$ cat src/rtl/srcsel_pkg.sv
package srcsel_pkg;

    typedef enum logic [1:0] {
        SRC_EXT  = 2'b00,
        SRC_FAST = 2'b01,
        SRC_SLOW = 2'b10,
        SRC_RSVD = 2'b11
    } src_mode_e;

endpackage

$ cat src/rtl/srcsel_sync.sv
module srcsel_sync #(
    parameter int             W    = 2,
    parameter logic [W-1:0]   INIT = '1
) (
    input  logic         clk,
    input  logic         rst_n,
    input  logic [W-1:0] async_i,
    output logic [W-1:0] sync_o
);

    typedef struct packed {
        logic [W-1:0] stage1;
        logic [W-1:0] stage2;
    } sync_t;

    sync_t st_d, st_q;

    always_comb begin
        st_d        = st_q;
        st_d.stage1 = async_i;
        st_d.stage2 = st_q.stage1;
    end

    always_ff @(posedge clk or negedge rst_n) begin
        if (!rst_n) begin
            st_q <= '{stage1: INIT, stage2: INIT};
        end else begin
            st_q <= st_d;
        end
    end

    assign sync_o = st_q.stage2;

endmodule

$ cat src/rtl/srcsel_pacer.sv
module srcsel_pacer #(
    parameter int HI_DIV    = 4,
    parameter int SLOW_MULT = 4
) (
    input  logic clk,
    input  logic rst_n,
    input  logic run_i,
    input  logic slow_i,
    input  logic restart_i,
    output logic tick_o
);

    localparam int SLOW_DIV = HI_DIV * SLOW_MULT;
    localparam int CW       = $clog2(SLOW_DIV + 1);
    localparam logic [CW-1:0] FAST_LIM = CW'(HI_DIV - 1);
    localparam logic [CW-1:0] SLOW_LIM = CW'(SLOW_DIV - 1);

    typedef struct packed {
        logic [CW-1:0] cnt;
    } pace_t;

    pace_t pc_d, pc_q;
    logic [CW-1:0] lim;

    always_comb begin
        pc_d   = pc_q;
        lim    = slow_i ? SLOW_LIM : FAST_LIM;
        tick_o = 1'b0;
        if (restart_i || !run_i) begin
            pc_d.cnt = '0;
        end else if (pc_q.cnt >= lim) begin
            pc_d.cnt = '0;
            tick_o   = 1'b1;
        end else begin
            pc_d.cnt = pc_q.cnt + 1'b1;
        end
    end

    always_ff @(posedge clk or negedge rst_n) begin
        if (!rst_n) begin
            pc_q <= '0;
        end else begin
            pc_q <= pc_d;
        end
    end

    generate
        if (HI_DIV >= 2) begin : g_gap_chk
            // enables are never back to back when the divide is two or more
            p_tick_gap_r3: assert property (@(posedge clk) disable iff (!rst_n)
                tick_o |=> !tick_o);
        end
    endgenerate

endmodule

$ cat src/rtl/srcsel_patgen.sv
module srcsel_patgen #(
    parameter int DW = 32
) (
    input  logic          clk,
    input  logic          rst_n,
    input  logic          sel_i,
    input  logic          tick_i,
    input  logic          full_i,
    output logic          pend_o,
    output logic          wr_o,
    output logic [DW-1:0] word_o
);

    typedef struct packed {
        logic          pend;
        logic [DW-1:0] cnt;
    } gen_t;

    gen_t gn_d, gn_q;
    logic wr;

    always_comb begin
        gn_d = gn_q;
        wr   = gn_q.pend && sel_i && !full_i;
        if (wr) begin
            gn_d.cnt = gn_q.cnt + 1'b1;
        end
        if (tick_i) begin
            gn_d.pend = 1'b1;
        end else if (wr) begin
            gn_d.pend = 1'b0;
        end
    end

    always_ff @(posedge clk or negedge rst_n) begin
        if (!rst_n) begin
            gn_q <= '0;
        end else begin
            gn_q <= gn_d;
        end
    end

    assign pend_o = gn_q.pend;
    assign wr_o   = wr;
    assign word_o = gn_q.cnt;

    // a waiting word and its value survive a full cycle
    p_hold_on_full_r6: assert property (@(posedge clk) disable iff (!rst_n)
        (gn_q.pend && full_i) |=> (gn_q.pend && gn_q.cnt == $past(gn_q.cnt)));

    // every write advances the count by exactly one
    p_step_r7: assert property (@(posedge clk) disable iff (!rst_n)
        wr_o |=> (gn_q.cnt == $past(gn_q.cnt) + 1'b1));

endmodule

$ cat src/rtl/stream_source_mux.sv
module stream_source_mux
    import srcsel_pkg::*;
#(
    parameter int DW        = 32,
    parameter int HI_DIV    = 4,
    parameter int SLOW_MULT = 4
) (
    input  logic          clk,
    input  logic          rst_n,
    input  logic [1:0]    mode_i,
    input  logic [DW-1:0] ext_data_i,
    input  logic          ext_valid_i,
    output logic          ext_ready_o,
    input  logic          fifo_full_i,
    output logic [DW-1:0] wr_data_o,
    output logic          wr_en_o
);

    localparam int MW = 2;

    typedef struct packed {
        src_mode_e active;
    } ctl_t;

    ctl_t ct_d, ct_q;

    logic [MW-1:0] mode_sync;
    logic          gen_sel, gen_slow, gen_run, restart;
    logic          tick, gen_pend, gen_wr;
    logic [DW-1:0] gen_word;

    srcsel_sync #(.W(MW), .INIT(MW'(SRC_RSVD))) u_sync (
        .clk     (clk),
        .rst_n   (rst_n),
        .async_i (mode_i),
        .sync_o  (mode_sync)
    );

    always_comb begin
        ct_d = ct_q;
        if (!gen_pend) begin
            ct_d.active = src_mode_e'(mode_sync);
        end
        restart  = (ct_d.active != ct_q.active);
        gen_sel  = (ct_q.active == SRC_FAST) || (ct_q.active == SRC_SLOW);
        gen_slow = (ct_q.active == SRC_SLOW);
        gen_run  = gen_sel && (src_mode_e'(mode_sync) == ct_q.active);
    end

    always_ff @(posedge clk or negedge rst_n) begin
        if (!rst_n) begin
            ct_q.active <= SRC_RSVD;
        end else begin
            ct_q <= ct_d;
        end
    end

    srcsel_pacer #(.HI_DIV(HI_DIV), .SLOW_MULT(SLOW_MULT)) u_pacer (
        .clk       (clk),
        .rst_n     (rst_n),
        .run_i     (gen_run),
        .slow_i    (gen_slow),
        .restart_i (restart),
        .tick_o    (tick)
    );

    srcsel_patgen #(.DW(DW)) u_patgen (
        .clk    (clk),
        .rst_n  (rst_n),
        .sel_i  (gen_sel),
        .tick_i (tick),
        .full_i (fifo_full_i),
        .pend_o (gen_pend),
        .wr_o   (gen_wr),
        .word_o (gen_word)
    );

    always_comb begin
        wr_en_o     = 1'b0;
        wr_data_o   = '0;
        ext_ready_o = 1'b0;
        unique case (ct_q.active)
            SRC_EXT: begin
                ext_ready_o = !fifo_full_i;
                wr_en_o     = ext_valid_i && !fifo_full_i;
                wr_data_o   = ext_data_i;
            end
            SRC_FAST, SRC_SLOW: begin
                wr_en_o   = gen_wr;
                wr_data_o = gen_word;
            end
            default: begin
                wr_en_o = 1'b0;
            end
        endcase
    end

    // the applied mode only moves when no generator word was waiting
    p_switch_between_words_r8: assert property (@(posedge clk) disable iff (!rst_n)
        (ct_q.active != $past(ct_q.active)) |-> !$past(gen_pend));

    // the quiet code never writes or accepts
    p_reserved_quiet_r5: assert property (@(posedge clk) disable iff (!rst_n)
        (ct_q.active == SRC_RSVD) |-> (!wr_en_o && !ext_ready_o));

    // a generator write carries the count, not external data
    p_gen_source_r9: assert property (@(posedge clk) disable iff (!rst_n)
        (gen_sel && wr_en_o) |-> (wr_data_o == gen_word && !ext_ready_o));

    // no waiting word can be carried into the external or quiet settings
    p_no_stray_pend_r8: assert property (@(posedge clk) disable iff (!rst_n)
        !gen_sel |-> !gen_pend);

endmodule

$ cat config.mk
export PLATFORM = sky130hd
export DESIGN_NAME = stream_source_mux
export DESIGN_NICKNAME = d
export VERILOG_FILES = /design/src/rtl/srcsel_pkg.sv /design/src/rtl/srcsel_sync.sv /design/src/rtl/srcsel_pacer.sv /design/src/rtl/srcsel_patgen.sv /design/src/rtl/stream_source_mux.sv
export SDC_FILE = /design/constraint.sdc
export NUM_CORES = 1
export LEC_CHECK = 0
export BUFFER_PORTS_ARGS = -buffer_cell sky130_fd_sc_hd__buf_2
export CAP_MARGIN = 25
export CORE_MARGIN = 2
export CORE_UTILIZATION = 25
export DETAILED_ROUTE_END_ITERATION = 8
export PLACE_DENSITY = 0.4
export SETUP_SLACK_MARGIN = 0.15
export SLEW_MARGIN = 15
export SYNTH_ARGS = -nofsm -noshare
export SYNTH_HDL_FRONTEND = slang
export SYNTH_HIERARCHICAL = 1
export SYNTH_SLANG_ARGS = --single-unit
export TNS_END_PERCENT = 100
$ cat constraint.sdc
create_clock -name clk -period 5.1 [get_ports clk]
set_clock_uncertainty 0.2 [all_clocks]
set_input_delay 0.51 -clock clk [delete_from_list [all_inputs] [get_ports clk]]
set_output_delay 0.51 -clock clk [all_outputs]
set_load 0.02 [all_outputs]
==> qor.csv <==
metric,value,unit
Critical Path End Type,output port,
wire length on met2,3269,um
period utilization,60.63,%
pwr dens,209.3,nW/um^2
vias after detailed routing,2127,
Multi-input gate area,1490,sq um
fin nets,376,
antenna violations before repair,0,
worst reg2reg path startpoint,ct_q[0],
CP max FO,24,
"Area growth, synth to finish",19.22,%
"commonest non-fill, non-tap cell in the layout",buf_2,
r2r setup slk,2.34,ns
Pins Over Slew Limit,0,
Worst-Margin Slew,0.9891,ns
final core utilization,30.42,%
top sig layer,met4,
Hold Startpoint,mode_i[0],
biggest area consumer among synthesized cells,dfrtp_1,
most frequent cells in the layout,"buf_2 (71), nor2_1 (41), dfrtp_1 (38)",
outcome,"finished, final reports clean",
CTS Sinks,44,
crit-path cells,"inv_1, ha_2, buf_4, a22oi_1, nor2_1, buf_2",
drt via density,4.506,
WL met3,272,um
path depth of the worst reg2reg path,6,
largest net degree at the start of global routing,35,
DRT met1 WL,3169,um
Max-Cap Viols,0,
Max-slew headroom,34.06,%
hold path cells,1,
Hold EP,u_sync/st_d[0],
Setup crit start kind,flop,
Tmin final,3.092,ns
final hold viol count,0,
Top delay family on crit path,buffers and inverters,
synth unique cells,41,
Max IR drop VDD,0.1174,mV
chip height,109.2,um
DRT antenna net count,0,
first-pass GRT wire length,11000,um
Area contributors post-synth,"dfrtp_1 (34%), a22oi_2 (13%), xnor2_1 (7.0%), dfstp_2 (5.7%), nor2_1 (5.6%)",
final instance area,3298,sq um
Crit Reg-Reg Endpoint,u_patgen/word_o[21],
Root Buffer,clkbuf_8,
Core ar.,10840,sq um
First-pass DRT Iterations,4,
post-CTS setup buffer count,0,
crit-path max cell delay,0.57,ns
crit path DAT,2.38,ns
std cell rows,38,
Max Fclk,323.4,MHz
GRT overflow,0,
FF/Latch Area,1109,sq um
setup_tns,0,ns
CP Class,reg -> out,
Initial Utilization,25.52,%
drt total wl,6785,um
Total Routing Usage GR,11.96,%
routability cong.,0.7168,
"flops & latches, synth",44,
I/O pins,72,
drt drc,0,
buffer depth of the longest clock path,2,
CTS tree,done,
Initial DRC Count,67,
Fillers,1152,
number of diodes,0,
Die ar.,11920,sq um
RSZ-0062 raised after global routing,no,
post-synthesis net count,307,
Crit-path slowest cell,dfstp_2,
Port Buffer Count,71,
DP HPWL,4964,um
CP bufs+invs,3,
share of Yosys cell area claimed by the top area cell type,34.37,%
vias in the first global route,2110,
post-CTS sizing,0,
placed inst area,3191,sq um
Ys Warns,6,
Die Wd,109.2,um
CTS Buf Count,5,
sequential share of the synthesized area,40.07,%
Syn Inst Count,262,
"CTS clk-pin slew, worst paths",0.09,ns
endpoints failing setup,0,
Clock Latency Late Sink,0.30,ns
min-delay worst type,in -> reg,
htree depth,2,
P_leak,0.001569,uW
Mapped Area,2766,sq um
"Req. time, crit path",4.39,ns
syn_area_per_cell,10.56,sq um
Post-CTS Hold Buffers,1,
layout cells sized above 1,38.25,%
Avg WL per Cell,14.38,um
==> cell type report <==
type | instances | area share, %
multi-input combinational | 198 | 45.18
inverter | 7 | 0.7967
tap | 140 | 5.311
clock buffer | 6 | 2.504
clock inverter | 2 | 0.4552
sequential | 44 | 33.61
timing repair buffer | 75 | 12.14
==> per-layer routing <==
| layer | global-route usage, % | vias up |
|---|---|---|
| li1 | - | 1068 |
| met1 | 15.95 | 1011 |
| met2 | 20.14 | 43 |
| met3 | 1.973 | 5 |
| met4 | 2.984 | 0 |
| met5 | 0 | - |
==> how the worst max path moves through the flow <==
stage	start	to	slack (ns)	cells past startpoint
6_report	ct_q[0]	wr_data_o[28]	2.01	6
3_5_place_dp	ct_q[0]	wr_data_o[27]	2.32	6
3_3_place_gp	ct_q[0]	wr_data_o[29]	2.36	6
4_1_cts	ct_q[0]	wr_data_o[27]	1.97	6
5_1_grt	ct_q[0]	wr_data_o[27]	1.85	6
2_1_floorplan	ct_q[0]	wr_en_o	2.81	6
==> metrics by stage <==
step / cells / setup slack, ns / total power (uW) / hold WS (ns)
4_1_cts: 472 / 1.969 / 705.2 / 0.09470
6_report: 472 / 2.008 / 690.3 / 0.1071
3_3_place_gp: 462 / 2.356 / 461.1 / 0.1481
2_1_floorplan: 262 / 2.813 / 432.7 / 0.01441
3_5_place_dp: 463 / 2.320 / 463.6 / 0.1472
5_1_grt: 472 / 1.853 / 730.6 / 0.08376
==> worst reg2reg max path, cell delays in order, from the launching register on <==
cell and delay [ns]:
dfstp_2 0.57, inv_1 0.07, ha_2 0.56, nand3b_1 0.32, nor4_4 0.59, nand4_1 0.18, xnor2_1 0.16
==> power by group <==
group / switching [uW] / internal (uW)
Clock: 126 / 110
Combinational: 62.2 / 37.2
Sequential: 2.17 / 353
Total: 190 / 500
==> registers in the layout (all words and copies together), names as in the netlist <==
signal / count
u_sync/sync_o: 2
ct_q: 2
u_patgen/word_o: 32
u_patgen/pend_o: 1
u_sync/st_d: 2
u_pacer/pc_q: 5
==> Yosys cell counts <==
cell,instances
buf_12,3
nand2_1,12
and3_2,1
and3_1,5
buf_6,4
a211oi_2,1
dfrtp_1,38
o21ai_0,1
buf_8,1
dfstp_2,6
nand2_2,1
a21oi_1,2
a21oi_2,1
nand3_1,14
a22oi_1,4
mux2_2,2
o211ai_2,1
and4b_1,1
clkbuf_1,1
and2_0,1
nand3b_1,3
nand4b_1,2
a22oi_2,28
a21o_1,1
nor2b_1,1
nand2b_1,1
xnor2_1,22
and2b_1,1
nor3_1,6
nand4_1,11
buf_2,3
nor2_1,41
nand4_4,1
nor4_1,3
inv_1,7
and2_1,3
and4_1,4
ha_1,7
nor4_4,2
clkbuf_2,1
xor2_1,14
==> cells by family after synthesis <==
family	count (synthesis)	share of synthesized area [%]
adder cells (fa/ha/maj)	7	3.166
AO/OA/AOI/OAI	39	15.78
AND/OR/NAND/NOR	114	22.62
buffers and inverters	20	6.151
multiplexers	2	0.8141
flip-flops	44	40.07
XOR/XNOR	36	11.40
Power figures use the tool's default switching activity.
